===== src/rtl/cart_bank_pkg.sv =====
package cart_bank_pkg;
  localparam int BANK_W = 7;
  localparam int RAMB_W = 2;

  typedef enum logic [1:0] {VAR_NONE, VAR_A, VAR_B, VAR_C} cart_variant_e;

  typedef struct packed {
    logic              romLoad;
    logic [BANK_W-1:0] romVal;
    logic              ramLoad;
    logic [RAMB_W-1:0] ramVal;
    logic              ramEnSet;
    logic              ramEnClr;
  } bank_strobe_t;

  function automatic cart_variant_e typeToVariant(input logic [7:0] t);
    case (t)
      8'h01, 8'h02, 8'h03:                        return VAR_A;
      8'h0F, 8'h10, 8'h11, 8'h12, 8'h13:          return VAR_B;
      8'h19, 8'h1A, 8'h1B, 8'h1C, 8'h1D, 8'h1E:   return VAR_C;
      default:                                    return VAR_NONE;
    endcase
  endfunction
endpackage


===== src/rtl/cart_bank_ctrl_decode.sv =====
module cart_bank_ctrl_decode
  import cart_bank_pkg::*;
#(
  parameter cart_variant_e VARIANT   = VAR_NONE,
  parameter int            ROM_BANKS = 32
) (
  input  logic [2:0]        wrRegion,
  input  logic [7:0]        wrData,
  input  logic              wrEn,
  input  logic [BANK_W-1:0] curRomBank,
  output bank_strobe_t      strb
);
  localparam logic [BANK_W:0] ROM_LIM = (BANK_W+1)'(ROM_BANKS);
  localparam logic            HAS_CTRL = (VARIANT != VAR_NONE);

  logic [BANK_W-1:0] cand;
  logic              inRange;

  // Candidate bank from the written value, per variant rules
  always_comb begin
    case (VARIANT)
      VAR_A:   cand = {curRomBank[6:5], (wrData[4:0] == 5'd0) ? 5'd1 : wrData[4:0]};
      VAR_B:   cand = (wrData[6:0] == 7'd0) ? 7'd1 : wrData[6:0];
      VAR_C:   cand = wrData[6:0];
      default: cand = curRomBank;
    endcase
    inRange = ({1'b0, cand} < ROM_LIM);
  end

  always_comb begin
    strb.romLoad  = wrEn && HAS_CTRL && (wrRegion == 3'd1) && inRange;
    strb.romVal   = cand;
    strb.ramLoad  = wrEn && (VARIANT == VAR_B) && (wrRegion == 3'd2)
                    && (wrData[7:RAMB_W] == '0);
    strb.ramVal   = wrData[RAMB_W-1:0];
    strb.ramEnSet = wrEn && HAS_CTRL && (wrRegion == 3'd0) && (wrData == 8'h0A);
    strb.ramEnClr = wrEn && HAS_CTRL && (wrRegion == 3'd0) && (wrData == 8'h00);
  end
endmodule


===== src/rtl/cart_bank_ctrl_regs.sv =====
module cart_bank_ctrl_regs
  import cart_bank_pkg::*;
#(
  parameter cart_variant_e VARIANT   = VAR_NONE,
  parameter int            ROM_BANKS = 32,
  localparam int           ROM_BW    = $clog2(ROM_BANKS),
  localparam int           ROM_AW    = 14 + ROM_BW,
  localparam int           RAM_AW    = 13 + RAMB_W
) (
  input  logic              clk,
  input  logic              rstN,
  input  bank_strobe_t      strb,
  input  logic [15:0]       cpuAddr,
  input  logic              cpuWrEn,
  input  logic [7:0]        ramRdIn,
  output logic [BANK_W-1:0] curRomBank,
  output logic              ramOn,
  output logic [ROM_AW-1:0] romAddr,
  output logic [RAM_AW-1:0] ramAddr,
  output logic              ramWrStrobe,
  output logic [7:0]        ramRdOut
);
  localparam logic [BANK_W:0] ROM_LIM = (BANK_W+1)'(ROM_BANKS);

  logic [RAMB_W-1:0] ramBank;

  always_ff @(posedge clk or negedge rstN) begin
    if (!rstN) begin
      curRomBank <= BANK_W'(1);
      ramBank    <= '0;
      ramOn      <= 1'b0;
    end else begin
      if (strb.romLoad)  curRomBank <= strb.romVal;
      if (strb.ramLoad)  ramBank    <= strb.ramVal;
      if (strb.ramEnSet) ramOn      <= 1'b1;
      else if (strb.ramEnClr) ramOn <= 1'b0;
    end
  end

  // Read address formation and RAM gating
  always_comb begin
    romAddr     = cpuAddr[14] ? {curRomBank[ROM_BW-1:0], cpuAddr[13:0]}
                              : {{ROM_BW{1'b0}}, cpuAddr[13:0]};
    ramAddr     = {ramBank, cpuAddr[12:0]};
    ramWrStrobe = cpuWrEn && (cpuAddr[15:13] == 3'd5) && ramOn;
    ramRdOut    = ramOn ? ramRdIn : 8'hFF;
  end

  AST_LOAD_IN_RANGE: assert property (@(posedge clk) disable iff (!rstN)
    strb.romLoad |-> ({1'b0, strb.romVal} < ROM_LIM));

  generate
    if (VARIANT == VAR_A || VARIANT == VAR_B) begin : g_nonzero
      AST_BANK_NONZERO: assert property (@(posedge clk) disable iff (!rstN)
        curRomBank != '0);
    end
  endgenerate
endmodule


===== src/rtl/cart_bank_ctrl.sv =====
module cart_bank_ctrl
  import cart_bank_pkg::*;
#(
  parameter logic [7:0] CART_TYPE = 8'h19,
  parameter int         ROM_BANKS = 32,
  localparam int        ROM_AW    = 14 + $clog2(ROM_BANKS),
  localparam int        RAM_AW    = 13 + RAMB_W
) (
  input  logic              clk,
  input  logic              rstN,
  input  logic [15:0]       cpuAddr,
  input  logic [7:0]        cpuWrData,
  input  logic              cpuWrEn,
  input  logic [7:0]        ramRdIn,
  output logic [ROM_AW-1:0] romAddr,
  output logic [RAM_AW-1:0] ramAddr,
  output logic              ramWrStrobe,
  output logic [7:0]        ramRdOut
);
  localparam cart_variant_e VARIANT = typeToVariant(CART_TYPE);

  bank_strobe_t      strb;
  logic [BANK_W-1:0] curRomBank;
  logic              ramOn;

  cart_bank_ctrl_decode #(.VARIANT(VARIANT), .ROM_BANKS(ROM_BANKS)) u_decode (
    .wrRegion  (cpuAddr[15:13]),
    .wrData    (cpuWrData),
    .wrEn      (cpuWrEn),
    .curRomBank(curRomBank),
    .strb      (strb)
  );

  cart_bank_ctrl_regs #(.VARIANT(VARIANT), .ROM_BANKS(ROM_BANKS)) u_regs (
    .clk        (clk),
    .rstN       (rstN),
    .strb       (strb),
    .cpuAddr    (cpuAddr),
    .cpuWrEn    (cpuWrEn),
    .ramRdIn    (ramRdIn),
    .curRomBank (curRomBank),
    .ramOn      (ramOn),
    .romAddr    (romAddr),
    .ramAddr    (ramAddr),
    .ramWrStrobe(ramWrStrobe),
    .ramRdOut   (ramRdOut)
  );

  AST_ENABLE_CAUSE: assert property (@(posedge clk) disable iff (!rstN)
    $rose(ramOn) |-> $past(cpuWrEn && cpuAddr[15:13] == 3'd0 && cpuWrData == 8'h0A));

  AST_ROM_CHANGE_CAUSE: assert property (@(posedge clk) disable iff (!rstN)
    (curRomBank != $past(curRomBank)) |-> $past(cpuWrEn && cpuAddr[15:13] == 3'd1));

  AST_RAM_BANK_CAUSE: assert property (@(posedge clk) disable iff (!rstN)
    (ramAddr[RAM_AW-1:13] != $past(ramAddr[RAM_AW-1:13]))
      |-> $past(cpuWrEn && cpuAddr[15:13] == 3'd2));
endmodule


===== config.mk =====
export PLATFORM = sky130hd
export DESIGN_NAME = cart_bank_ctrl
export DESIGN_NICKNAME = d
export VERILOG_FILES = /design/src/rtl/cart_bank_pkg.sv /design/src/rtl/cart_bank_ctrl_decode.sv /design/src/rtl/cart_bank_ctrl_regs.sv /design/src/rtl/cart_bank_ctrl.sv
export SDC_FILE = /design/constraint.sdc
export NUM_CORES = 1
export LEC_CHECK = 0
export BUFFER_PORTS_ARGS = -buffer_cell sky130_fd_sc_hd__buf_2
export CORE_UTILIZATION = 32
export DETAILED_ROUTE_END_ITERATION = 7
export HOLD_SLACK_MARGIN = 0.15
export PLACE_DENSITY = 0.87
export SLEW_MARGIN = 0
export SYNTH_ARGS = -nofsm -noshare
export SYNTH_HDL_FRONTEND = slang
export SYNTH_SLANG_ARGS = --single-unit

===== constraint.sdc =====
create_clock -name clk -period 1.15 [get_ports clk]
set_input_delay 0.23 -clock clk [delete_from_list [all_inputs] [get_ports clk]]
set_output_delay 0.23 -clock clk [all_outputs]
set_load 0.01 [all_outputs]

==> run summary, run 1 <==
Min Tclk post-route = 1.211 ns
Fmax = 826.1 MHz
Routing usage on met2 = 19.15%
Final setup viols = 10
Synth-to-Final Area Change = 25.45%
Final WS setup = -0.06053 ns
DIE HEIGHT = 46.17 um
Worst-Skew Late Latency = 0.23 ns
Synth cell types = 18
Met3 Track Usage GR = 3.529%
Nature of the critical path startpoint = flop
RSZ-0062 raised after global routing = yes
Lkg Pwr = 0.3925 nW
Vias in the first global route = 396
CTS Root Cell = clkbuf_4
Final core occ = 43.93%
Synth warn = 0
IO Count = 78
Vias per cell = 4.195
Sink Count = 6
Crit-path cells = buf_6 -> nand2b_1 -> buf_2
Clock transition at the registers of the reported paths = 0.05 ns
Layout cells sized above 1 = 71.59%
Die W = 46.17 um
DR WL/cell = 11.19 um
Pwr/cell area = 950.4 nW/um2
Area leader, netlist = buf_4
Yosys reg bits = 6
Worst EP arrival = 0.98 ns
Most frequent cells in the layout = buf_2, buf_4, buf_6
CP max stage cell = dfrtp_1
Total power = 744.4 uW
CP Class = reg2out
Row cnt = 15
Top cells by area, synth = buf_4, dfrtp_1, mux2_4, nand2b_1, and2_2
Worst vdd ir = 0.0005926 V
DRT iter0 DRCs = 6
CP max FO = 8
Antenna viol nets, final = 0
H-tree levels = 1
Worst Clk Skew = 0 ns
Max clock buf depth = 2
Outcome = finished, violations left
Critical path capture point type = primary output
Largest stage delay, worst path = 0.40 ns
Vias = 474
GR peak layer = met2
Global-route wire length before repair = 1794 um
Final nets = 124
Num CTS Buffers = 3
Max-slew violations = 0
HPWL Detailed = 1042 um
Final Hold Viols = 0
CTS tree = done
Pin count of the biggest net entering global routing = 9
Fin crit share = 105.3%
Initial antenna violation count = 0
Die Area = 2132 um2
Buffers on Ports = 36
Area of the core = 1783 um2
Cell Area, Synth = 624.3 um2
Register area share after synthesis = 24.25%
Gate Count Post-Synth = 66
Max cap viols = 0
Synth Area per Inst = 9.460 um2
Drt total wl = 1265 um
GR Util met1 = 14.45%
RePlAce Congestion = 0.7184
Global route overflow = 0
ANT cells = 0
WP data required = 0.92 ns
Most common cell after layout, fill and taps aside = buf_2
Drt drc = 0
Initial cell density of the core = 35.02%
Hold crit path type = in2reg
Synth top area share = 34.87%
GRT Util Overall = 11.80%
Failing checks = negative setup slack
Detailed Routing Iterations Pass 1 = 4
[power breakdown]
group	switching (mW)	internal, mW
Sequential	0.0190	0.251
Combinational	0.0809	0.185
Clock	0.0766	0.131
[flip-flops by register name (all words and copies together) (netlist names)]
register / count
u_regs.ramOn: 1
u_regs.curRomBank: 5
[kinds of logic (layout without fill, tap and decap cells)]
logic type             Yosys count  in the layout  share of synthesized area, %
other                            1              2                        0.6006
muxes                            5              5                         12.02
and+or+nand+nor                 20             20                         22.45
DFF                              6              6                         24.25
AOI/OAI and AO/OA                2              2                         2.806
buffers and inverters           32             53                         37.88
[timing repair]
item	CTS	global route
setup endpoints to repair	14	12
endpoints found under the hold margin	6	0
gates cloned	0	0
hold buffers	1	0
setup buffers	5	1
resized for setup	9	5
pin swaps	1	1
[worst max-delay path, delay by kind of cell, from the launching register on]
kind | cells | cell delay (ns)
buf+inv | 2 | 0.28
simple gates | 1 | 0.06
flops | 1 | 0.40
[worst paths after layout]
kind	slack (ns)	depth (start not counted)	from	to
max	-0.06	3	u_regs.ramOn	ramRdOut[2]
min	0.24	2	cpuWrData[4]	u_regs.curRomBank[4]
max reg2reg	0.22	4	u_regs.ramOn	u_regs.ramOn
min reg2reg	0.61	2	u_regs.curRomBank[4]	u_regs.curRomBank[4]
max in group asynchronous	0.56	2	rstN	u_regs.curRomBank[0]
min in group asynchronous	0.36	2	rstN	u_regs.curRomBank[1]
[final cells by class]
class                   instances  area [um2]
inverters                       2       7.507
fillers                       177       999.7
multi-input cells              29       254.0
flip-flops and latches          6       151.4
repair buffers                 47       312.8
well taps                      25       31.28
clock buffers                   4       26.28
[routing by layer]
layer,part of all wire [%],vias up
met5,0,-
met4,0.40,0
met2,53,27
li1,-,226
met1,39,219
met3,7.7,2
[Yosys cell counts]
library cell,instances
nor3_2,1
conb_1,1
nor2b_1,1
and4_2,1
nor4b_1,1
a2bb2oi_1,1
dfstp_2,1
mux2_4,5
buf_4,29
inv_1,2
and3_1,1
nand2b_1,8
nand4_1,1
a41oi_1,1
buf_6,1
nor3_1,1
dfrtp_1,5
and2_2,5
[stage by stage]
step / std cells / setup TNS (ns) / instance area (um2) / setup slack, ns / hold slack, ns
6_report: 113 / -0.4551 / 783.3 / -0.06053 / 0.2434
5_1_grt: 113 / -0.9757 / 783.3 / -0.1181 / 0.2369
4_1_cts: 112 / -0.6682 / 748.2 / -0.08243 / 0.2359
3_5_place_dp: 102 / -0.6365 / 640.6 / -0.1325 / 0.05898
3_3_place_gp: 102 / -0.4730 / 640.6 / -0.1029 / 0.05325
2_1_floorplan: 67 / 0 / 628.1 / 0.008689 / -0.06559
No activity file was read; power rests on OpenSTA's default activity.
==> run 2, diff against run 1 <==
- BUFFER_PORTS_ARGS: -buffer_cell sky130_fd_sc_hd__buf_2 -> default
- CORE_AREA: default -> 2 2 39 41
- CORE_UTILIZATION: 32 -> default
- DIE_AREA: default -> 0 0 41 43
- DONT_BUFFER_PORTS: default -> 1
- PLACE_DENSITY: 0.87 -> 0.69
==> run 2 against run 1 <==
Effect of this change: sequential share of layout area up 9.4 points; sequential power about the same; flip-flop and latch count unchanged; register-to-register slack about the same; power down 17%; first-iteration DRC count down 100%; highest routed layer unchanged; die area down 17%; final cell count down 42%; clock power up 2%; utilization down 5.5 points; routed wire length down 14%; the run still ends with negative setup slack left; critical path depth down 2.
==> run summary, run 2 (synthesis results as in run 1) <==
Reg2reg start = u_regs.ramOn
Final Hold Viols = 0 (unchanged)
Worst vdd ir = 0.0003258 V (-45%)
Final core occ = 38.43% (-5.5 points)
ANT cells = 0 (unchanged)
Die W = 41 um (-11%)
Max clock buf depth = 2 (unchanged)
Clock transition at the registers of the reported paths = 0.04 ns (about the same)
Largest Register = u_regs.curRomBank
Initial cell density of the core = 45.12% (+10 points)
Failing checks = negative setup slack
Worst-Skew Late Latency = 0.24 ns (about the same)
Initial antenna violation count = 0 (unchanged)
Post-placement cell count = 55 (-46%)
Vias in the first global route = 333 (-16%)
Synth-to-Final Area Change = -14.83%
Vias = 331 (-30%)
Total power = 619.7 uW (-17%)
Num CTS Buffers = 3 (unchanged)
Biggest regs = u_regs.curRomBank: 5 flops, u_regs.ramOn: 1 flops
Pwr/cell area = 1165 nW/um2 (+23%)
Worst EP arrival = 0.94 ns (-0.04 ns)
Nature of the critical path startpoint = flop
GRT Util Overall = 12.29% (+0.48 points)
Final Cell Area = 531.8 um2 (-32%)
Global-route wire length before repair = 1442 um (-20%)
Hold Path Origin = cpuWrData[7]
Drt total wl = 1089 um (-14%)
Layout cells sized above 1 = 40.00% (-32 points)
DIE HEIGHT = 43 um (-6.9%)
Critical path capture point type = primary output
Fin crit share = 101.6% (-3.7 points)
Pin count of the biggest net entering global routing = 11 (+2)
Hold_ws = 0.2118 ns (-0.03156 ns)
Largest stage delay, worst path = 0.44 ns (+0.04 ns)
Outcome = finished, violations left
CP startpoint = u_regs.ramOn
Lkg Pwr = 0.2213 nW (-44%)
Vias per cell = 5.015 (+20%)
Met3 Track Usage GR = 1.571% (-2.0 points)
Most frequent cells in the layout = nand2b_1, dlygate4sd3_1, mux2_4
DRT iter0 DRCs = 0 (-6)
IO Count = 78 (unchanged)
RePlAce Congestion = 0.7223 (+0.54%)
Row cnt = 14 (-1)
Buffers on Ports = 0 (-100%)
CTS Root Cell = clkbuf_4
Crit-path leading delay family = flip-flops
Max-slew violations = 0 (unchanged)
Routing usage on met2 = 15.94% (-3.2 points)
Die Area = 1763 um2 (-17%)
Non-Filler Instances = 66 (-42%)
H-tree levels = 1 (unchanged)
Hold crit path type = in2reg
Antenna viol nets, final = 0 (unchanged)
GR peak layer = met1
Max FFs per register = 5 (unchanged)
Final nets = 86 (-31%)
GR Util met1 = 16.56% (+2.1 points)
Sink Count = 6 (unchanged)
HPWL Detailed = 830.1 um (-20%)
Area after DPL = 434.2 um2 (-32%)
Area of the core = 1384 um2 (-22%)
Pre-CTS WS = -0.02013 ns (+0.1124 ns)
Drt drc = 0 (unchanged)
Final WS setup = -0.01827 ns (+0.04226 ns)
Setup TNS = -0.01827 ns (+0.4368 ns)
Max cap viols = 0 (unchanged)
Most common cell after layout, fill and taps aside = nand2b_1
RSZ-0062 raised after global routing = yes
WP data required = 0.92 ns (about the same)
Global route overflow = 0 (unchanged)
Fmax = 856.0 MHz (+3.6%)
CP Class = reg2out
CP max FO = 10 (+2)
Worst Clk Skew = 0 ns (unchanged)
Detailed Routing Iterations Pass 1 = 1 (-3)
Final setup viols = 1 (-9)
Crit-path cells = and4_4
CP max stage cell = dfrtp_2
WP buf/inv = 0 (-2)
CTS tree = done
DR WL/cell = 16.50 um (+47%)
Min Tclk post-route = 1.168 ns (-0.04226 ns)
[run 2: report_power, final]
group          total (mW)  internal [mW]  switching, mW
registers           0.271          0.251         0.0197
clock network       0.212          0.132         0.0802
logic               0.137         0.0926         0.0445
total               0.620          0.475          0.144
[run 2: repair_timing]
| item | 4_1_cts | 5_1_grt |
|---|---|---|
| cloned | 0 | 0 |
| setup endpoints to repair | 2 | 2 |
| hold buffers | 6 | 0 |
| setup buffers | 1 | 0 |
| pin swaps | 0 | 1 |
| gates resized for setup | 3 | 0 |
| hold endpoints to repair | 12 | 0 |
[run 2: cell type report]
cell class                      count  area, um2
Tap cell                           16      20.02
Timing Repair Buffer                9      82.58
Clock buffer                        4      26.28
Inverter                            2      7.507
Multi-Input combinational cell     29      242.7
Sequential cell                     6      152.6
Fill cell                         144      852.1
[run 2: layer usage]
metal | vias up | wire (um)
met3 | 6 | 128
met2 | 18 | 544
met1 | 157 | 405
met4 | 0 | 10
li1 | 150 | -
met5 | - | 0
[run 2: final timing paths]
path	depth (start not counted)	slack (ns)	to
setup / recovery	1	-0.02	ramWrStrobe
hold / removal	3	0.21	u_regs.ramOn
setup reg to reg	3	0.23	u_regs.ramOn
hold reg to reg	1	0.52	u_regs.curRomBank[3]
max in group asynchronous	1	0.57	u_regs.curRomBank[0]
min in group asynchronous	1	0.30	u_regs.curRomBank[1]
[run 2: tightest hold or removal path, stage by stage]
cell,delay [ns]
nor3_1,0.04
nand4_1,0.09
a2bb2oi_1,0.06
==> run 3, diff against run 2 <==
- ABC_AREA: default -> 1
- CORE_AREA: 2 2 39 41 -> default
- CORE_ASPECT_RATIO: default -> 0.6
- CORE_UTILIZATION: default -> 31
- DIE_AREA: 0 0 41 43 -> default
- PLACE_DENSITY: 0.69 -> 0.52
==> run 3 against run 2 <==
Effect of this change: the flow still finishes with violations (negative setup slack); hold slack worse by 0.061 ns; non-clock buffer count is 5 lower; register-to-register slack better by 0.20 ns; critical endpoint is now ramRdOut[1]; critical path depth is 1 higher; power is 2.6% lower.
==> run summary, run 3 <==
Outcome = finished, violations left
Failing checks = negative setup slack
Global route overflow = 0 (unchanged)
Top cells by area, synth = buf_4, dfrtp_1, nand2_1, inv_1, or2_2
Max FFs per register = 5 (unchanged)
CP Class = reg2out
Post-CTS Setup Bufs = 0 (-1)
Lkg Pwr = 0.3131 nW (+41%)
DR WL/cell = 11.55 um (-30%)
Global-route wire length before repair = 1683 um (+17%)
Buffers on Ports = 0 (unchanged)
Sink Count = 6 (unchanged)
H-tree levels = 1 (unchanged)
Synth-to-Final Area Change = -14.23%
IO Count = 78 (unchanged)
Worst vdd ir = 0.0003361 V (+3.2%)
Die W = 62.33 um (+52%)
Main synth FF type = dfrtp_1
Final Hold Viols = 0 (unchanged)
Yosys reg bits = 6 (unchanged)
WP data required = 0.92 ns (about the same)
Fin crit share = 104.4% (+2.8 points)
Initial antenna violation count = 0 (unchanged)
Critical path capture point type = primary output
Most frequent cells after synthesis = buf_4, nand2_1, inv_1
Vias in the first global route = 377 (+13%)
Crit-path cells = inv_2 -> or2_4
Total power = 603.8 uW (-2.6%)
Vias = 418 (+26%)
Ys async rst share = 100.0% (unchanged)
DIE HEIGHT = 38.20 um (-11%)
DRT iter0 DRCs = 6 (+6)
Pin count of the biggest net entering global routing = 11 (unchanged)
HPWL Detailed = 947 um (+14%)
Max cap viols = 0 (unchanged)
Final setup viols = 9 (+8)
Initial cell density of the core = 34.68% (-10 points)
WP buf/inv = 1 (+1)
Final WS setup = -0.05060 ns (-0.03233 ns)
CP max FO = 8 (-2)
Worst EP arrival = 0.97 ns (+0.03 ns)
Register area share after synthesis = 22.37% (-1.9 points)
Layout cells sized above 1 = 27.63% (-12 points)
Drt drc = 0 (unchanged)
ANT cells = 0 (unchanged)
Synth Area per Inst = 6.978 um2 (-26%)
Number of enable flip-flop cells after synthesis = 0 (unchanged)
Row cnt = 12 (-2)
CP max stage cell = dfrtp_1
Detailed Routing Iterations Pass 1 = 4 (+3)
Gate Count Post-Synth = 97 (+47%)
Drt total wl = 1201 um (+10%)
Max clock buf depth = 2 (unchanged)
Area of the core = 1952 um2 (+41%)
Area leader, netlist = buf_4
Fmax = 832.9 MHz (-2.7%)
Crit-path leading delay family = flip-flops
GRT Util Overall = 9.817% (-2.5 points)
Final nets = 112 (+30%)
Largest Register = u_regs.curRomBank
Synth cell types = 16 (-2)
Vias per cell = 4.019 (-20%)
RSZ-0062 raised after global routing = yes
CTS tree = done
CTS Root Cell = clkbuf_4
Num CTS Buffers = 3 (unchanged)
Antenna viol nets, final = 0 (unchanged)
Biggest regs = u_regs.curRomBank: 5 flops, u_regs.ramOn: 1 flops
Synth warn = 0 (unchanged)
Max-slew violations = 0 (unchanged)
Min Tclk post-route = 1.201 ns (+0.03233 ns)
Cell Area, Synth = 676.9 um2 (+8.4%)
Die Area = 2381 um2 (+35%)
Most frequent cells in the layout = nand2_1, inv_1, or2_4
Nature of the critical path startpoint = flop
Clock transition at the registers of the reported paths = 0.05 ns (about the same)
RePlAce Congestion = 0.6922 (-4.2%)
Worst Clk Skew = 0 ns (unchanged)
Largest stage delay, worst path = 0.38 ns (-0.06 ns)
Synth top area share = 32.16% (-2.7 points)
Most numerous cell in the Yosys netlist = buf_4
Final core occ = 29.74% (-8.7 points)
Pwr/cell area = 1040 nW/um2 (-11%)
Hold crit path type = in2reg
Most common cell after layout, fill and taps aside = nand2_1
Worst-Skew Late Latency = 0.25 ns (about the same)
run 3: cell count changes after synthesis, sizes merged, moves of 3 or more:
cell	delta
nor2	+6
inv	+15
nand2	+19
nand2b	-8
and2	-5
or2	+8
o21ai	+5
mux2	-5
nand3	+3
run 3: cell type report:
type,instances,area [um2]
well taps,28,35.03
clock buffers,4,26.28
multi-input cells,45,264.0
repair buffers,4,40.04
fillers,220,1371
flip-flops and latches,6,151.4
inverters,17,63.81
run 3: worst paths after layout:
check / depth (start not counted) / to / start / slack, ns
setup / recovery: 2 / ramRdOut[1] / u_regs.ramOn / -0.05
hold / removal: 2 / u_regs.curRomBank[4] / cpuWrData[4] / 0.15
setup reg to reg: 2 / u_regs.curRomBank[0] / u_regs.curRomBank[0] / 0.43
hold reg to reg: 2 / u_regs.curRomBank[0] / u_regs.curRomBank[0] / 0.48
max in group asynchronous: 1 / u_regs.curRomBank[0] / rstN / 0.57
min in group asynchronous: 1 / u_regs.curRomBank[3] / rstN / 0.29
run 3: metrics by stage:
step | TNS (ns) | hold WS [ns] | worst slack (ns) | cell area [um2] | cells
after floorplan | 0 | -0.06559 | 0.2113 | 680.7 | 98
after global placement | 0 | -0.06541 | 0.1611 | 486.7 | 96
after detailed placement | 0 | -0.06539 | 0.1404 | 486.7 | 96
after CTS | -0.3920 | 0.1522 | -0.05095 | 578.1 | 104
after global routing | -0.7748 | 0.1509 | -0.08705 | 580.6 | 104
final | -0.3892 | 0.1503 | -0.05060 | 580.6 | 104
run 3: metal layers:
| metal | share of wire [%] | GRT usage (%) | wire [um] |
|---|---|---|---|
| met1 | 42 | 11.33 | 500 |
| met2 | 43 | 13.46 | 517 |
| met3 | 13 | 7.143 | 158 |
| met4 | 2.0 | 4.651 | 24 |
| met5 | 0 | 0 | 0 |
run 3: cells by family (layout without fill, tap and decap cells):
group	Yosys count	after routing	share of synthesized area, %
buffers and inverters	47	25	43.25
and+or+nand+nor	38	38	30.13
DFF	6	6	22.37
AOI/OAI and AO/OA	5	5	3.696
other	1	2	0.5540
run 3: report_power, final:
part	internal (mW)	switching, mW	leakage (nW)
Clock	0.132	0.0867	0.0150
Combinational	0.0464	0.0683	0.222
Sequential	0.250	0.0206	0.0762
run 3: repair_timing:
action	4_1_cts	5_1_grt
hold buffers	4	0
gates resized for setup	10	2
setup endpoints to repair	9	10
pin swaps	0	1
endpoints found under the hold margin	9	0
